--- src/rtl/plc_pkg.sv ---
package plc_pkg;

    typedef enum logic [1:0] {
        PLC_DIRECT  = 2'd0,
        PLC_TWO_WAY = 2'd1,
        PLC_FULL    = 2'd2,
        PLC_RSVD    = 2'd3
    } plc_mode_e;

endpackage

--- src/rtl/plc_match.sv ---
module plc_match
    import plc_pkg::*;
#(
    parameter int unsigned LINES = 4,
    parameter int unsigned TAG_W = 7,
    localparam int unsigned IDX_W = $clog2(LINES)
) (
    input  logic                         clk,
    input  logic                         rst_n,
    input  plc_mode_e                    mode_i,
    input  logic [TAG_W-1:0]             line_addr_i,
    input  logic [LINES-1:0]             valid_i,
    input  logic [LINES-1:0][TAG_W-1:0]  tags_i,
    output logic [LINES-1:0]             cand_o,
    output logic                         hit_o,
    output logic [IDX_W-1:0]             hit_line_o
);

    logic [LINES-1:0] hit_mask;

    for (genvar l = 0; l < LINES; l++) begin : g_line
        localparam logic [IDX_W-1:0] LID = IDX_W'(l);
        always_comb begin
            case (mode_i)
                PLC_TWO_WAY: cand_o[l] = (LID[IDX_W-1:1] == line_addr_i[IDX_W-2:0]);
                PLC_FULL:    cand_o[l] = 1'b1;
                default:     cand_o[l] = (LID == line_addr_i[IDX_W-1:0]);
            endcase
        end
        assign hit_mask[l] = cand_o[l] && valid_i[l] && (tags_i[l] == line_addr_i);
    end

    always_comb begin
        hit_line_o = '0;
        for (int l = 0; l < LINES; l++) begin
            if (hit_mask[l]) hit_line_o = IDX_W'(l);
        end
    end

    assign hit_o = |hit_mask;

    // a line address may live in at most one candidate line
    p_single_hit_r3: assert property (@(posedge clk) disable iff (!rst_n)
        $onehot0(hit_mask));

endmodule

--- src/rtl/plc_victim.sv ---
module plc_victim
    import plc_pkg::*;
#(
    parameter int unsigned LINES = 4,
    localparam int unsigned IDX_W = $clog2(LINES),
    localparam int unsigned SETS  = LINES / 2,
    localparam int unsigned SET_W = IDX_W - 1
) (
    input  logic             clk,
    input  logic             rst_n,
    input  plc_mode_e        mode_i,
    input  logic [IDX_W-1:0] idx_i,
    input  logic [LINES-1:0] valid_i,
    input  logic [LINES-1:0] cand_i,
    input  logic [SETS-1:0]  lru_i,
    input  logic [IDX_W-1:0] fifo_i,
    output logic [IDX_W-1:0] victim_o
);

    logic             inv_any;
    logic [IDX_W-1:0] inv_line;
    logic [SET_W-1:0] set_w;

    assign set_w = idx_i[SET_W-1:0];

    always_comb begin
        inv_any  = 1'b0;
        inv_line = '0;
        for (int l = LINES - 1; l >= 0; l--) begin
            if (cand_i[l] && !valid_i[l]) begin
                inv_any  = 1'b1;
                inv_line = IDX_W'(l);
            end
        end
    end

    always_comb begin
        case (mode_i)
            PLC_TWO_WAY: victim_o = inv_any ? inv_line : {set_w, lru_i[set_w]};
            PLC_FULL:    victim_o = inv_any ? inv_line : fifo_i;
            default:     victim_o = idx_i;
        endcase
    end

    // when a candidate is empty, the chosen victim must be empty
    p_prefer_invalid_r6: assert property (@(posedge clk) disable iff (!rst_n)
        (|(cand_i & ~valid_i)) |-> !valid_i[victim_o]);

    // the victim is always one of the candidate lines
    p_victim_is_cand_r6: assert property (@(posedge clk) disable iff (!rst_n)
        cand_i[victim_o]);

endmodule

--- src/rtl/plc_sat_counter.sv ---
module plc_sat_counter #(
    parameter int unsigned W = 16
) (
    input  logic         clk,
    input  logic         rst_n,
    input  logic         clr_i,
    input  logic         inc_i,
    output logic [W-1:0] cnt_o
);

    logic [W-1:0] cnt_d, cnt_q;

    always_comb begin
        cnt_d = cnt_q;
        if (clr_i) begin
            cnt_d = '0;
        end else if (inc_i && (cnt_q != '1)) begin
            cnt_d = cnt_q + W'(1);
        end
    end

    always_ff @(posedge clk or negedge rst_n) begin
        if (!rst_n) cnt_q <= '0;
        else        cnt_q <= cnt_d;
    end

    assign cnt_o = cnt_q;

    p_sat_hold_r7: assert property (@(posedge clk) disable iff (!rst_n)
        (inc_i && !clr_i && cnt_q == '1) |=> (cnt_q == '1));

    p_step_r7: assert property (@(posedge clk) disable iff (!rst_n)
        (inc_i && !clr_i && cnt_q != '1) |=> (cnt_q == $past(cnt_q) + W'(1)));

    p_clear_zero_r1: assert property (@(posedge clk) disable iff (!rst_n)
        clr_i |=> (cnt_q == '0));

endmodule

--- src/rtl/plc_tag_tracker.sv ---
module plc_tag_tracker
    import plc_pkg::*;
#(
    parameter int unsigned ADDR_W     = 8,
    parameter int unsigned LINE_BYTES = 2,
    parameter int unsigned LINES      = 4,
    parameter int unsigned CNT_W      = 16,
    localparam int unsigned OFF_W = $clog2(LINE_BYTES),
    localparam int unsigned IDX_W = $clog2(LINES),
    localparam int unsigned TAG_W = ADDR_W - OFF_W,
    localparam int unsigned SETS  = LINES / 2,
    localparam int unsigned SET_W = IDX_W - 1
) (
    input  logic              clk,
    input  logic              rst_n,
    input  logic              clr_i,
    input  logic [1:0]        mode_i,
    input  logic              req_i,
    input  logic [ADDR_W-1:0] addr_i,
    output logic              rsp_vld_o,
    output logic              hit_o,
    output logic [IDX_W-1:0]  line_o,
    output logic [CNT_W-1:0]  hits_o,
    output logic [CNT_W-1:0]  misses_o
);

    typedef struct packed {
        logic [LINES-1:0]            valid;
        logic [LINES-1:0][TAG_W-1:0] tags;
        logic [SETS-1:0]             lru;
        logic [IDX_W-1:0]            fifo;
        plc_mode_e                   mode;
        logic                        rsp;
        logic                        hit;
        logic [IDX_W-1:0]            line;
    } state_t;

    state_t st_d, st_q;

    logic [TAG_W-1:0]  line_addr;
    logic [SET_W-1:0]  set_w;
    logic [LINES-1:0]  cand;
    logic              hit_w;
    logic [IDX_W-1:0]  hit_line;
    logic [IDX_W-1:0]  victim;
    logic              accept;
    logic [OFF_W-1:0]  offset_unused;

    assign line_addr     = addr_i[ADDR_W-1:OFF_W];
    assign offset_unused = addr_i[OFF_W-1:0];
    assign set_w         = line_addr[SET_W-1:0];
    assign accept        = req_i && !clr_i;

    plc_match #(.LINES(LINES), .TAG_W(TAG_W)) u_match (
        .clk         (clk),
        .rst_n       (rst_n),
        .mode_i      (st_q.mode),
        .line_addr_i (line_addr),
        .valid_i     (st_q.valid),
        .tags_i      (st_q.tags),
        .cand_o      (cand),
        .hit_o       (hit_w),
        .hit_line_o  (hit_line)
    );

    plc_victim #(.LINES(LINES)) u_victim (
        .clk      (clk),
        .rst_n    (rst_n),
        .mode_i   (st_q.mode),
        .idx_i    (line_addr[IDX_W-1:0]),
        .valid_i  (st_q.valid),
        .cand_i   (cand),
        .lru_i    (st_q.lru),
        .fifo_i   (st_q.fifo),
        .victim_o (victim)
    );

    always_comb begin
        st_d      = st_q;
        st_d.rsp  = 1'b0;
        st_d.hit  = 1'b0;
        st_d.line = '0;
        if (clr_i) begin
            st_d.valid = '0;
            st_d.lru   = '0;
            st_d.fifo  = '0;
            st_d.mode  = plc_mode_e'(mode_i);
        end else if (req_i) begin
            st_d.rsp = 1'b1;
            if (hit_w) begin
                st_d.hit  = 1'b1;
                st_d.line = hit_line;
                if (st_q.mode == PLC_TWO_WAY) st_d.lru[set_w] = ~hit_line[0];
            end else begin
                st_d.line             = victim;
                st_d.valid[victim]    = 1'b1;
                st_d.tags[victim]     = line_addr;
                if (st_q.mode == PLC_TWO_WAY) st_d.lru[set_w] = ~victim[0];
                if (st_q.mode == PLC_FULL)    st_d.fifo = victim + IDX_W'(1);
            end
        end
    end

    always_ff @(posedge clk or negedge rst_n) begin
        if (!rst_n) begin
            st_q      <= '0;
            st_q.mode <= PLC_DIRECT;
        end else begin
            st_q <= st_d;
        end
    end

    plc_sat_counter #(.W(CNT_W)) u_hits (
        .clk   (clk),
        .rst_n (rst_n),
        .clr_i (clr_i),
        .inc_i (accept && hit_w),
        .cnt_o (hits_o)
    );

    plc_sat_counter #(.W(CNT_W)) u_misses (
        .clk   (clk),
        .rst_n (rst_n),
        .clr_i (clr_i),
        .inc_i (accept && !hit_w),
        .cnt_o (misses_o)
    );

    assign rsp_vld_o = st_q.rsp;
    assign hit_o     = st_q.hit;
    assign line_o    = st_q.line;

    p_rsp_follows_req_r2: assert property (@(posedge clk) disable iff (!rst_n)
        accept |=> rsp_vld_o);

    p_drop_on_clear_r10: assert property (@(posedge clk) disable iff (!rst_n)
        !accept |=> !rsp_vld_o);

    p_hit_needs_rsp_r2: assert property (@(posedge clk) disable iff (!rst_n)
        hit_o |-> rsp_vld_o);

    p_clear_empty_r1: assert property (@(posedge clk) disable iff (!rst_n)
        clr_i |=> (st_q.valid == '0));

    p_fill_valid_r6: assert property (@(posedge clk) disable iff (!rst_n)
        (rsp_vld_o && !hit_o) |-> st_q.valid[line_o]);

    p_mode_held_r8: assert property (@(posedge clk) disable iff (!rst_n)
        !clr_i |=> (st_q.mode == $past(st_q.mode)));

endmodule

--- config.mk ---
export PLATFORM = sky130hd
export DESIGN_NAME = plc_tag_tracker
export DESIGN_NICKNAME = d
export VERILOG_FILES = /design/src/rtl/plc_pkg.sv /design/src/rtl/plc_match.sv /design/src/rtl/plc_victim.sv /design/src/rtl/plc_sat_counter.sv /design/src/rtl/plc_tag_tracker.sv
export SDC_FILE = /design/constraint.sdc
export NUM_CORES = 1
export LEC_CHECK = 0
export ABC_AREA = 1
export CAP_MARGIN = 30
export CORE_MARGIN = 3
export CORE_UTILIZATION = 45
export DETAILED_ROUTE_END_ITERATION = 16
export DONT_BUFFER_PORTS = 1
export SYNTH_ARGS = -nofsm -noshare
export SYNTH_HDL_FRONTEND = slang
export SYNTH_SLANG_ARGS = --single-unit
--- constraint.sdc ---
create_clock -name clk -period 2.55 [get_ports clk]
set_input_delay 0.1275 -clock clk [delete_from_list [all_inputs] [get_ports clk]]
set_output_delay 0.1275 -clock clk [all_outputs]
set_load 0.05 [all_outputs]
Word-level counts from Yosys, hierarchy flattened:

Cells that the tools add are included.

* flip-flop bits (word level): 74
* latch bits: 0
* bits in writable memories: 0
* bits in read-only memories: 0
* bits of input ports: 14
* output and inout port bits: 36
* logic and storage cells: 120
* memories: 0

* $add $sub $neg: 3
* $mul: 0
* div/mod/pow operators: 0
* order comparisons: 4
* equal/unequal tests: 12
* shifts and indexed selects: 0
* mux-type cells: 46
* bitwise logic cells: 6
* reduce and logical (&&, ||, !) cells: 36

Operator list (number)
* 2-to-1 mux 16 bit: 4
* 2-to-1 mux 36 bit: 1
* adder 16 x 1 -> 16 bit, second input constant: 2
* 2-to-1 mux 32 bit: 1
* inequality test 16 bit, second input constant: 2
* bitwise mux 28 bit: 1
* equality test 7 bit: 4
* 2-to-1 mux 2 bit: 14
* logical AND 1 bit: 19
* 2-to-1 mux 4 bit: 4
* demux 7 bit (select 2 bit): 1
* 2-to-1 mux 1 bit: 10
* nonzero test 2 bit: 5
* case mux 1 bit (2 select lines): 4
* 2-to-1 mux 7 bit: 1
* logical NOT 1 bit: 6
* AND reduction 3 bit: 2
* inverter 1 bit: 5
* bitwise mux 2 bit: 2
* equality test 2 bit, first input constant: 2
* bitwise OR 4 bit: 1
* case mux 2 bit (2 select lines): 1
* AND reduction 2 bit: 2
* OR reduction 4 bit: 1
* other kinds (12): 12

Depth between registers and ports, before layout:

* depth in word-level cells: 17
* mapped depth: 19
* gate-level depth less buffers: 17

Hierarchy:

From an unflattened synthesis, not the netlist that was laid out.

* cells, all modules: 692
* area, all modules: 4725.8 um2

Modules (own cells, without submodules)
* plc_sat_counter: times used 2, cells each 144, area an instance 1037.2 um2, sequential area each 400.4 um2
* plc_tag_tracker: times used 1, cells each 203, area an instance 1793.0 um2, sequential area each 1051.0 um2
* plc_match: times used 1, cells each 155, area an instance 661.9 um2, sequential area each 0.0 um2
* plc_victim: times used 1, cells each 46, area an instance 196.4 um2, sequential area each 0.0 um2

Worst setup path before layout:

No wires, ideal clock.

* path kind: reg-to-reg
* start point: register st_q[4] (netlist name)
* end point: register st_q[15] (netlist name)
* arrival: 2.169 ns
* required time: 2.421 ns
* path slack: 0.251 ns
* stages on the path, launching flop included: 20
* path buffers: 2
* period minus slack after synthesis: 2.299 ns
* path through: dfrtp_1 > inv_1 > ha_1 > buf_2 > nor2_2 > nand2_1 > nand3_1 > nand2_1 > nor2_1 > nand2_1 > nand2_1 > nand2_1 > nand2_1 > nand2_1 > inv_1 > ha_1 > nand2_1 > buf_2 > nand2_1 > o21ai_0

* longest elaborated chain between the ends: 14
* elaborated cells on any way between the ends: 38

Ends and longest elaborated chain
* from (decl): line plc_tag_tracker.sv:38 `state_t st_d, st_q;`
* from (signal assigned): line plc_tag_tracker.sv:109 `st_q <= st_d;`
* equality test 2 bit / equality test 2 x 1 -> 1 bit (equally long branches): line plc_match.sv:24, plc_victim.sv:38
* case mux 1 bit (2 select lines): line plc_match.sv:24 `case (mode_i)`
* logical AND 1 bit: line plc_victim.sv:30 `if (cand_i[l] && !valid_i[l]) begin`
* 2-to-1 mux 2 bit / 2-to-1 mux 1 bit (equally long branches) (4 in a row): line plc_victim.sv:30
* 2-to-1 mux 2 bit, on equally long branches: line plc_victim.sv:40, plc_victim.sv:39
* case mux 2 bit (2 select lines): line plc_victim.sv:38 `case (mode_i)`
* < comparator 2 x 3 -> 1 bit (implied by the code) / >= comparator 2 x 1 -> 1 bit (equally long branches): line plc_tag_tracker.sv:97 `st_d.tags[victim] = line_addr;`
* logical AND 1 bit (implied by the code): line plc_tag_tracker.sv:97
* 2-to-1 mux 7 bit (implied by the code): line plc_tag_tracker.sv:97
* demux 7 bit (select 2 bit): line plc_tag_tracker.sv:97
* bitwise mux 28 bit: line plc_tag_tracker.sv:97

Several ways; a longest one is shown, not always the timed one.
A chain may end at the register's enable or synchronous reset.

Final worst setup path:

* start point: register st_q[4] (netlist name)
* end point: register st_q[25] (netlist name)

The elaborated chain is that of the path after synthesis.

==> flow_summary.toml <==
[run_status]
status = "finished clean"

[timing]
timing.slew.headroom_pct = 57.40
period_needed_ns = 2.390
rsz0062_at_grt = "true"
fmax_mhz = 418.5
hold_viol = 0
setup_tns_ns = 0
fin_worst_skew_ns = 0.01425
slew_violations = 0
worst_slack_ns = 0.1602
hold-worst-slack_ns = 0.02218
worstMarginPinSlew_ns = 0.6374
finalCritPeriodShare_pct = 93.72
finalSetupViolations = 0

[routing]
ant_nets = 0
drc = 0
dr.pass1.iters = 5
totalWireLength_microns = 10650
via_count = 4026
drtIter0Drc = 164
wl_per_cell_microns = 13.60
vias_per_cell = 5.142

[yosys]
ys_ff_latch = 74
syn_area_per_cell_sq_um = 7.375
syn_nets = 635
netlist_area_sq_um = 4521
yosys.cell_types.count = 34
syn_inst = 613
seq_area_frac_synth_pct = 40.96
yosys_warnings = 0

[die]
start_util_pct = 47.57
die_y_microns = 106.2
fp.dieW_microns = 106.2
rows = 35
num_io_pins = 50
coreArea_sq_um = 9503
dieArea_sq_um = 11280

[setup_path]
path_depth = 15
r2r-start = "st_q[4]"
cpPeakStageDelay_ns = 0.39
rr_worst_depth = 15
cp_cell_sequence = "inv_1, ha_2, nor2_2, nand2_1, nand2_1, inv_1, nand3_1, nor2_1, nor2_2, nand2_2, nor2_4, buf_4, nand2_4, nand2_1, o21ai_2"
path_common_cell = "nand2_1"
crit_type = "flip-flop to flip-flop"
cp.required_ns = 2.79
r2r_slack_ns = 0.16
crit_path_start_kind = "flip-flop"
worstPathMaxFanout = 15
path_delay_family = "simple AND/OR/NAND/NOR gates"
critPathCapture = "st_q[25]"
crit_start = "st_q[4]"
end_kind = "flip-flop"
crit_path_top_delay_cell = "dfrtp_1"
crit_arrival_ns = 2.63
r2r-end = "st_q[25]"
crit_buf_inv = 3

[pwr]
p_per_area_nw_per_um2 = 665.5
power_mw = 3.491
max-vdd-ir-drop_uv = 434.6
leakage_nw = 2.652

[grt]
grt_pass1_vias = 3893
overflow = 0
grt_max_degree = 75
grt_antenna_before_repair = 0
grt_pass1_wl_microns = 18170
grt_usage_pct = 19.58

[placement]
place_ws_ns = -0.01306
gp_congestion = 0.8236
placed_cell_area_sq_um = 4830
portBuffers = 0
hpwl_microns = 7387

[final_layout]
final_common_cell = "nand2_1"
n_antenna_cell = 0
fin_area_sq_um = 5246
final_layout_size_suffix_gt1_share_pct = 12.84
nets = 671
final_cell_mix = "nand2_1 (177), dfrtp_1 (74), inv_1 (59), nand3_1 (57), nor2_1 (56)"
area_growth_pct = 16.05

[min_path]
hp-class = "input port to flip-flop"

[clock_tree]
root_buffer = "clkbuf_8"
numCtsBuffers = 9
h-tree-depth = 3
clkLatencyLatePin_ns = 0.35
tritoncts = "done"
cts.path.max_buffers = 2
clock_sinks = 74
cts.clk_slew.worst_paths_ns = 0.09

[job]
drv_cap = 0
-- layout make-up --
cell class	instances	area [sq um]
Fill cell	927	4257
Multi-Input combinational cell	448	2293
Sequential cell	74	1852
Timing Repair Buffer	51	457.9
Inverter	65	244.0
Clock buffer	13	168.9
Tap cell	129	161.4
Clock inverter	3	68.82
-- Yosys cell counts (all sizes together) --
| master | instances | area, sq um |
|---|---|---|
| nand2 | 185 | 721.9 |
| dfrtp | 74 | 1852 |
| inv | 64 | 240.2 |
| nor2 | 60 | 237.7 |
| nand3 | 59 | 300.3 |
| o21ai | 40 | 219.0 |
| xor2 | 25 | 219.0 |
| nand4 | 24 | 150.1 |
| buf | 15 | 118.9 |
| nor3 | 13 | 65.06 |
| clkbuf | 11 | 43.79 |
| xnor2 | 11 | 96.34 |
| a21oi | 9 | 52.55 |
| ha | 8 | 100.1 |
| nand3b | 3 | 22.52 |
| nor4 | 3 | 18.77 |
| a31oi | 2 | 12.51 |
| nor3b | 2 | 15.01 |
| o211ai | 2 | 15.01 |
| clkinv | 1 | 3.750 |
| mux2i | 1 | 10.01 |
| or2 | 1 | 6.260 |
-- worst min-delay path by stage --
stage,start,end,cells after the start
after global routing,addr_i[7],st_q[30],2
final,addr_i[7],st_q[23],2
after global placement,rst_n,u_misses.cnt_o[13],0
after CTS,addr_i[7],st_q[23],2
after floorplan,rst_n,hit_o,0
after detailed placement,rst_n,u_misses.cnt_o[9],0
-- per-layer routing --
metal,part of all wire (%),vias up,GRT usage [%]
met5,0,-,0
met4,1.5,0,5.088
met3,4.5,16,4.675
met2,49,83,33.12
met1,45,1894,25.14
li1,-,2033,-
-- kinds of logic after synthesis --
| kind of cell | synth area share, % |
|---|---|
| AO/OA/AOI/OAI | 6.615 |
| flip-flops | 40.96 |
| XOR/XNOR | 6.975 |
| adder cells (fa/ha/maj) | 2.214 |
| multiplexers | 0.2214 |
| buffers and inverters | 8.995 |
| AND/OR/NAND/NOR | 34.02 |
-- state kept, by name, indices dropped and copies added (netlist names) --
name            count
line_o              2
st_q               38
u_misses.cnt_o     16
rsp_vld_o           1
hit_o               1
u_hits.cnt_o       16
-- report_power, final --
group | internal [mW] | switching, mW
Sequential | 1.40 | 0.175
Clock | 0.636 | 0.459
Combinational | 0.338 | 0.484
-- per-stage QoR --
| stage | instances | util, % |
|---|---|---|
| 4_1_cts | 780 | 54.59 |
| 3_5_place_dp | 754 | 50.82 |
| 3_3_place_gp | 754 | 50.82 |
| 6_report | 783 | 55.21 |
| 2_1_floorplan | 613 | - |
| 5_1_grt | 783 | 55.21 |
-- timing repair --
item	CTS	global route
pin swaps	0	1
hold buffers	10	0
setup endpoints to repair	7	49
gates resized for setup	1	9
buffers inserted	0	2
hold endpoints to repair	103	0
Power figures use the tool's default switching activity.
